[config.mk]
export PLATFORM = sky130hd
export DESIGN_NAME = alu8_core
export DESIGN_NICKNAME = d
export VERILOG_FILES = /design/src/rtl/alu8_pkg.sv /design/src/rtl/alu8_adder.sv /design/src/rtl/alu8_logic.sv /design/src/rtl/alu8_flag_reg.sv /design/src/rtl/alu8_core.sv
export SDC_FILE = /design/constraint.sdc
export NUM_CORES = 1
export LEC_CHECK = 0
export ABC_AREA = 1
export BUFFER_PORTS_ARGS = -buffer_cell sky130_fd_sc_hd__buf_4
export CELL_PAD_IN_SITES_DETAIL_PLACEMENT = 0
export CELL_PAD_IN_SITES_GLOBAL_PLACEMENT = 1
export CORE_UTILIZATION = 35
export CTS_CLUSTER_SIZE = 12
export DETAILED_ROUTE_END_ITERATION = 12
export GPL_TIMING_DRIVEN = 0
export PLACE_DENSITY_LB_ADDON = 0.15
export SLEW_MARGIN = 20
export SYNTH_ARGS = -nofsm -noshare
export SYNTH_HDL_FRONTEND = slang
export SYNTH_SLANG_ARGS = --single-unit
[constraint.sdc]
create_clock -name clk_i -period 2.79 [get_ports clk_i]
set_input_delay 0.279 -clock clk_i [delete_from_list [all_inputs] [get_ports clk_i]]
set_output_delay 0.279 -clock clk_i [all_outputs]
set_load 0.01 [all_outputs]
[src/rtl/alu8_pkg.sv]
package alu8_pkg;
  typedef enum logic [1:0] {
    OP_ADD = 2'b00,
    OP_AND = 2'b01,
    OP_OR  = 2'b10,
    OP_EOR = 2'b11
  } alu_op_e;

  typedef struct packed {
    logic c;
    logic z;
    logic n;
    logic v;
    logic s;
  } alu_flags_t;
endpackage

[src/rtl/alu8_adder.sv]
module alu8_adder #(
  parameter int WIDTH = 8
) (
  input  logic [WIDTH-1:0] a_i,
  input  logic [WIDTH-1:0] b_i,
  output logic [WIDTH-1:0] sum_o,
  output logic             carry_o,
  output logic             ovf_o
);
  localparam int MSB = WIDTH - 1;

  logic [WIDTH:0] full;

  always_comb begin
    full    = {1'b0, a_i} + {1'b0, b_i};
    sum_o   = full[MSB:0];
    carry_o = full[WIDTH];
    // same-sign operands, result sign flipped
    ovf_o   = (a_i[MSB] & b_i[MSB] & ~full[MSB]) | (~a_i[MSB] & ~b_i[MSB] & full[MSB]);
  end
endmodule

[src/rtl/alu8_logic.sv]
module alu8_logic
  import alu8_pkg::*;
#(
  parameter int WIDTH = 8
) (
  input  logic [WIDTH-1:0] a_i,
  input  logic [WIDTH-1:0] b_i,
  input  alu_op_e          op_i,
  output logic [WIDTH-1:0] res_o
);
  for (genvar i = 0; i < WIDTH; i++) begin : g_bit
    always_comb begin
      unique case (op_i)
        OP_AND:  res_o[i] = a_i[i] & b_i[i];
        OP_OR:   res_o[i] = a_i[i] | b_i[i];
        OP_EOR:  res_o[i] = a_i[i] ^ b_i[i];
        default: res_o[i] = 1'b0;
      endcase
    end
  end
endmodule

[src/rtl/alu8_flag_reg.sv]
module alu8_flag_reg
  import alu8_pkg::*;
#(
  parameter int WIDTH = 8
) (
  input  logic             clk_i,
  input  logic             rst_ni,
  input  logic             we_i,
  input  logic             is_arith_i,
  input  logic [WIDTH-1:0] result_i,
  input  logic             carry_i,
  input  logic             ovf_i,
  output alu_flags_t       flags_o
);
  localparam int MSB = WIDTH - 1;

  alu_flags_t flags_q, flags_d;

  always_comb begin
    flags_d.z = ~|result_i;
    flags_d.n = result_i[MSB];
    flags_d.v = is_arith_i & ovf_i;
    flags_d.c = is_arith_i ? carry_i : flags_q.c;
    flags_d.s = flags_d.n ^ flags_d.v;
  end

  always_ff @(posedge clk_i or negedge rst_ni) begin
    if (!rst_ni)   flags_q <= '0;
    else if (we_i) flags_q <= flags_d;
  end

  assign flags_o = flags_q;
endmodule

[src/rtl/alu8_core.sv]
module alu8_core
  import alu8_pkg::*;
#(
  parameter int WIDTH = 8
) (
  input  logic             clk_i,
  input  logic             rst_ni,
  input  logic [WIDTH-1:0] a_i,
  input  logic [WIDTH-1:0] b_i,
  input  logic [1:0]       op_i,
  input  logic             flag_we_i,
  output logic [WIDTH-1:0] result_o,
  output logic             c_o,
  output logic             z_o,
  output logic             n_o,
  output logic             v_o,
  output logic             s_o
);
  alu_op_e          op;
  logic [WIDTH-1:0] sum, lres;
  logic             carry, ovf, is_arith;
  alu_flags_t       flags;

  assign op       = alu_op_e'(op_i);
  assign is_arith = (op == OP_ADD);

  alu8_adder #(.WIDTH(WIDTH)) u_adder (
    .a_i(a_i), .b_i(b_i), .sum_o(sum), .carry_o(carry), .ovf_o(ovf)
  );

  alu8_logic #(.WIDTH(WIDTH)) u_logic (
    .a_i(a_i), .b_i(b_i), .op_i(op), .res_o(lres)
  );

  assign result_o = is_arith ? sum : lres;

  alu8_flag_reg #(.WIDTH(WIDTH)) u_flags (
    .clk_i(clk_i), .rst_ni(rst_ni), .we_i(flag_we_i), .is_arith_i(is_arith),
    .result_i(result_o), .carry_i(carry), .ovf_i(ovf), .flags_o(flags)
  );

  assign c_o = flags.c;
  assign z_o = flags.z;
  assign n_o = flags.n;
  assign v_o = flags.v;
  assign s_o = flags.s;
endmodule

==> results.yml, run 1 <==
status:
  status: "finished clean"
setup_path:
  r2r_start: "u_flags.flags_o[0]"
  end_kind: "output port"
  rr_endpoint: "u_flags.flags_o[0]"
  critPathKind: "primary input to output port"
  crit_path_start_kind: "primary input"
  path_depth: 10
  cpPeakStageDelay_ns: 0.45
  cpMaxStageDelayCell: "fa_1"
  timing.reg2reg.setup_slack_ns: 2.08
  worstPathMaxFanout: 3
  critPathBufInv: 3
  critical_path.top_delay_family: "adder cells"
  path_cells: "buf_4 > ha_1 > fa_1 > nand4_1 > nand3_1 > nand2_1 > nand3_1 > nand2_1 > inv_1 > buf_4"
  reg2regPathDepth: 4
  cp.required_ns: 2.51
  worst_ep_arrival_time_ns: 1.78
power:
  p_leak_nw: 0.823
  power_density_nw_per_um2: 305
  ir_worst_vdd_mv: 0.258
  power_mw: 0.401
drt:
  drc: 0
  first_pass_iters: 4
  vias_per_cell: 4.79
  routed_wl_um: 2570
  postRouteAntennaNets: 0
  drt_iter0_drc: 38
  wl_per_cell_um: 10.8
  num_vias: 1141
floorplan:
  core_area_um2: 2590
  dieArea_um2: 3060
  io_pins: 34
  die_w_um: 55.3
  rows: 18
  dieHeight_um: 55.3
  start_util_pct: 38.5
grt:
  antenna_found_initial: 0
  grt_max_degree: 11
  grt_pass1_wl_um: 4370
  grt_usage_pct: 17.0
  grt_pass1_vias: 1010
  overflow: 0
clock_tree:
  path_clk_slew_ns: 0.04
  cts-root-buf: "clkbuf_4"
  numCtsBuffers: 3
  cts.htree.levels: 1
  cts_buffer_depth: 2
  cts.sinks: 5
  insertion_delay_ns: 0.23
  cts_tree: "yes"
sta:
  tns_ns: 0
  relSlewSlack_pct: 69.2
  finalHoldViolCount: 0
  min_period_ns: 2.06
  drv_slew: 0
  post-route-period-util_pct: 73.7
  worst_slew_pin_slew_ns: 0.461
  fmax_ghz: 0.486
  finClkSkew_ns: 0
  finalSetupViolations: 0
  rsz0062_at_grt: "no"
layout:
  final_cells: 238
  finalNetCount: 247
  layout_common_cells: "nand2_1, inv_1, buf_4, ha_1, nand3_1"
  largest_reg_flops: 5
  layout.cells.most_common: "nand2_1"
  antenna_cells: 0
  areaGrowthSynthToFinish_pct: 32.3
  drive_above_1_share_pct: 20.2
  fin_util_pct: 50.9
flow_run:
  max-cap-violations: 0
logic_synthesis:
  seq_area_frac_synth_pct: 12.6
  synthDistinctLibCells: 24
  synth-seq-cells: 5
  synth_warnings: 0
  syn_nets: 208
  synthCells: 170
  syn_area_per_cell_um2: 5.86
  synth_area_um2: 996
worst_hold_path:
  min-delay-path-class: "primary input to register"
  hold_depth: 3
  min_from: "flag_we_i"
  whs_endpoint: "u_flags.flags_o[2]"
place:
  gp_congestion: 0.812
  port_buffers: 33
  post-dp-hpwl_um: 2170
  dpl.cell_count: 233
==> stage by stage <==
| stage | setup slack, ns | hold WS (ns) | instance area [µm²] |
|---|---|---|---|
| after global routing | 0.607 | 0.285 | 1320 |
| final | 0.733 | 0.270 | 1320 |
| after detailed placement | 0.748 | 0.0830 | 1280 |
| after floorplan | 1.13 | -0.0166 | 996 |
| after CTS | 0.744 | 0.271 | 1320 |
| after global placement | 0.773 | 0.0827 | 1280 |
==> report_power, final <==
| group | total [mW] | switching [mW] | internal (mW) |
|---|---|---|---|
| Sequential | 0.0870 | 0.00538 | 0.0817 |
| Clock | 0.0818 | 0.0278 | 0.0540 |
| Combinational | 0.233 | 0.127 | 0.106 |
| Total | 0.401 | 0.160 | 0.241 |
==> worst register-to-register path, delay by kind of cell, from the launching register on <==
family           cells  cell delay (ns)
DFF                  1             0.39
and+or+nand+nor      4             0.22
==> cell families (layout without fill, tap and decap cells) <==
logic type               count (synthesis)  count (layout)  synth area share, %
AND/OR/NAND/NOR                         93              93                 40.5
buffers and inverters                   39              77                 15.1
adder cells (fa/ha/maj)                 17              17                 22.1
AO/OA/AOI/OAI                           15              15                 8.92
flip-flops                               5               5                 12.6
XOR/XNOR                                 1               1                0.880
==> final cells by class <==
type / instances / area [µm²]
buffer: 1 / 7.51
clock buffer: 4 / 26.3
fill: 283 / 1270
inverter: 38 / 143
multi-input combinational: 126 / 721
sequential: 5 / 125
tap: 30 / 37.5
timing repair buffer: 34 / 258
==> synth_stat cells <==
cell,instances,share of area [%]
and2_1,1,0.63
nand3b_1,4,3.0
or2_1,2,1.3
nor2_1,9,3.4
o21ai_1,1,0.50
inv_1,36,14
nand3_1,13,6.5
dfrtp_1,5,13
a31oi_1,1,0.63
o21ai_0,1,0.50
ha_1,16,20
nor2_2,2,1.3
o22ai_1,2,1.3
buf_4,1,0.75
inv_2,2,0.75
o211ai_1,1,0.75
nand4_1,3,1.9
fa_1,1,2.0
a21oi_1,7,3.5
nand2_1,58,22
xnor2_1,1,0.88
nand2_2,1,0.63
o221ai_1,1,0.88
o2111ai_1,1,0.88
==> per-layer routing <==
layer  global-route usage (%)  part of all wire (%)
met1                     24.5                    51
met2                     27.4                    45
met3                     1.87                   4.0
met4                     3.57                     0
met5                        0                     0
==> worst max-delay path by stage <==
stage | from | endpoint | slack, ns
2_1_floorplan | a_i[0] | result_o[6] | 1.13
3_3_place_gp | a_i[0] | result_o[6] | 0.77
3_5_place_dp | a_i[0] | result_o[6] | 0.75
4_1_cts | a_i[0] | result_o[6] | 0.74
5_1_grt | a_i[0] | result_o[6] | 0.61
6_report | a_i[0] | result_o[6] | 0.73
==> timing repair <==
| action | in CTS | in global routing |
|---|---|---|
| resized for setup | 0 | 0 |
| endpoints found under the hold margin | 5 | 0 |
| setup buffers | 0 | 0 |
| hold buffers | 1 | 0 |
No activity file was read; power rests on OpenSTA's default activity.
==> inputs of run 2 (changes only) <==
ABC_AREA = 0   (was 1)
clock period = 1.9 ns   (was 2.79 ns; I/O delays follow)
==> results.yml, run 2 <==
clock_tree:
  cts_tree: "yes"
  insertion_delay_ns: 0.25
  cts_buffer_depth: 2
  numCtsBuffers: 3
  path_clk_slew_ns: 0.05
  cts.htree.levels: 1
  cts-root-buf: "clkbuf_4"
  cts.sinks: 5
floorplan:
  die_w_um: 54.2
  io_pins: 34
  core_area_um2: 2520
  dieArea_um2: 2940
  dieHeight_um: 54.2
  rows: 18
  start_util_pct: 37.8
power:
  power_mw: 0.739
  power_density_nw_per_um2: 455
  ir_worst_vdd_mv: 0.402
  p_leak_nw: 0.732
grt:
  grt_usage_pct: 19.5
  grt_pass1_vias: 978
  antenna_found_initial: 0
  grt_max_degree: 11
  overflow: 0
  grt_pass1_wl_um: 4150
logic_synthesis:
  synthDistinctLibCells: 37
  ys_top_cells_by_count: "inv_1, ha_1, a21oi_1, nand2_1, nor2_1"
  yosys_most_used_dff: "dfrtp_1"
  synth_area_um2: 955
  synth_area_leader_cell: "ha_1"
  synthCells: 122
  syn_area_per_cell_um2: 7.83
  synth_top_cell_area_share_pct: 21.0
  seq_area_frac_synth_pct: 13.1
  syn_nets: 160
  async_reset_ff_share_pct: 100
  synthTopCellsByArea: "ha_1, dfrtp_1, inv_1"
  synth_warnings: 0
  synth_most_common_cell: "inv_1"
  synth-edff-count: 0
  synth-seq-cells: 5
layout:
  antenna_cells: 0
  final_area_um2: 1620
  fill_cells: 215
  layout_common_cells: "buf_4, inv_1, nand2_1, a21oi_1, ha_1"
  finalNetCount: 206
  layout.cells.most_common: "buf_4"
  largest_reg_flops: 5
  drive_above_1_share_pct: 52.1
  areaGrowthSynthToFinish_pct: 70.1
sta:
  post-route-period-util_pct: 117
  fmax_ghz: 0.448
  relSlewSlack_pct: 69.8
  setup_ws_ns: -0.331
  rsz0062_at_grt: "yes"
  finalHoldViolCount: 0
  worst_slew_pin_slew_ns: 0.453
  drv_slew: 0
  finClkSkew_ns: 0
  finalSetupViolations: 4
  min_period_ns: 2.23
drt:
  num_vias: 1032
  first_pass_iters: 5
  postRouteAntennaNets: 0
  vias_per_cell: 5.24
  drc: 0
  drt_iter0_drc: 12
  routed_wl_um: 2730
  wl_per_cell_um: 13.9
setup_path:
  cpPeakStageDelay_ns: 0.51
  critPathKind: "primary input to register"
  reg2regPathDepth: 1
  worstPathMaxFanout: 3
  crit_path_start_kind: "primary input"
  cp.required_ns: 2.05
  cpMaxStageDelayCell: "mux4_2"
  end_kind: "register"
  critPathBufInv: 1
  critical_path.top_delay_family: "simple AND/OR/NAND/NOR gates"
  path_cells: "buf_8 > ha_4 > fa_2 > mux4_2 > nor4b_4 > or4b_4 > o32ai_2"
  worst_ep_arrival_time_ns: 2.38
  path_depth: 7
place:
  place_area_um2: 1300
  post-dp-hpwl_um: 1900
  post-place-ws_ns: -0.630
  port_buffers: 31
  gp_congestion: 0.771
status:
  violations: "negative setup slack"
  status: "complete, but fails checks"
worst_hold_path:
  min-delay-path-class: "primary input to asynchronous set/reset pin"
flow_run:
  max-cap-violations: 0
run 2: changes by cell type after synthesis, sizes merged, moves of 3 or more:
cell and change:
nand3 -13, nand3b -4, o21ai +4, nand4 -3, nand2 -48, inv -13, a21oi +4, mux4 +3
a211oi +4
run 2: routing by layer:
metal	up-vias	wire length [µm]	global-route usage, %
met5	-	0	0
met2	20	1520	37.0
met1	495	1110	22.4
met4	0	34	3.85
met3	4	69	3.61
li1	513	-	-
run 2: where the power goes:
group / leakage (nW) / internal [mW] / switching [mW]
clock network: 0.0150 / 0.0797 / 0.0478
registers: 0.0627 / 0.119 / 0.00674
logic: 0.655 / 0.257 / 0.229
run 2: kinds of logic after synthesis:
logic type               Yosys count  share of synthesized area, %
AND/OR/NAND/NOR                   27                          13.5
AO/OA/AOI/OAI                     35                          25.6
buffers and inverters             30                          12.5
multiplexers                       6                          10.5
adder cells (fa/ha/maj)           17                          23.1
XOR/XNOR                           2                          1.84
flip-flops                         5                          13.1
run 2: final cells by class:
type / count / area, µm² / share of cell area (%)
well taps: 30 / 37.5 / 2.31
repair buffers: 41 / 374 / 23.0
clock buffers: 4 / 26.3 / 1.62
multi-input cells: 87 / 925 / 56.9
flip-flops and latches: 5 / 125 / 7.70
inverters: 25 / 111 / 6.86
plain buffers: 5 / 25.0 / 1.54
run 2: what timing repair did:
| item | in CTS | in global routing |
|---|---|---|
| buffers inserted | 7 | 6 |
| gates cloned | 0 | 0 |
| endpoints found under the hold margin | 5 | 0 |
| hold buffers | 1 | 0 |
| pin swaps | 9 | 15 |
| resized for setup | 19 | 34 |
| endpoints found under the setup margin | 7 | 7 |
run 2: path summary, 6_finish.rpt:
path	from	end	slack [ns]
worst max-delay path	a_i[0]	u_flags.flags_o[3]	-0.33
worst min register to register	u_flags.flags_o[2]	u_flags.flags_o[2]	0.53
min in group clk_i	flag_we_i	u_flags.flags_o[3]	0.31
worst max register to register	u_flags.flags_o[2]	u_flags.flags_o[2]	1.15
max in group asynchronous	rst_ni	u_flags.flags_o[2]	1.50
worst min-delay path	rst_ni	u_flags.flags_o[4]	0.29
run 2: metrics by stage:
step | utilization, % | hold slack (ns) | setup TNS, ns | cells
6_report | 64.4 | 0.285 | -0.922 | 197
5_1_grt | 64.4 | 0.296 | -1.15 | 197
4_1_cts | 59.1 | 0.277 | -1.09 | 195
3_5_place_dp | 51.5 | -0.00485 | -2.30 | 183
3_3_place_gp | 51.5 | -0.00795 | -2.06 | 183
2_1_floorplan | - | -0.106 | -0.426 | 122
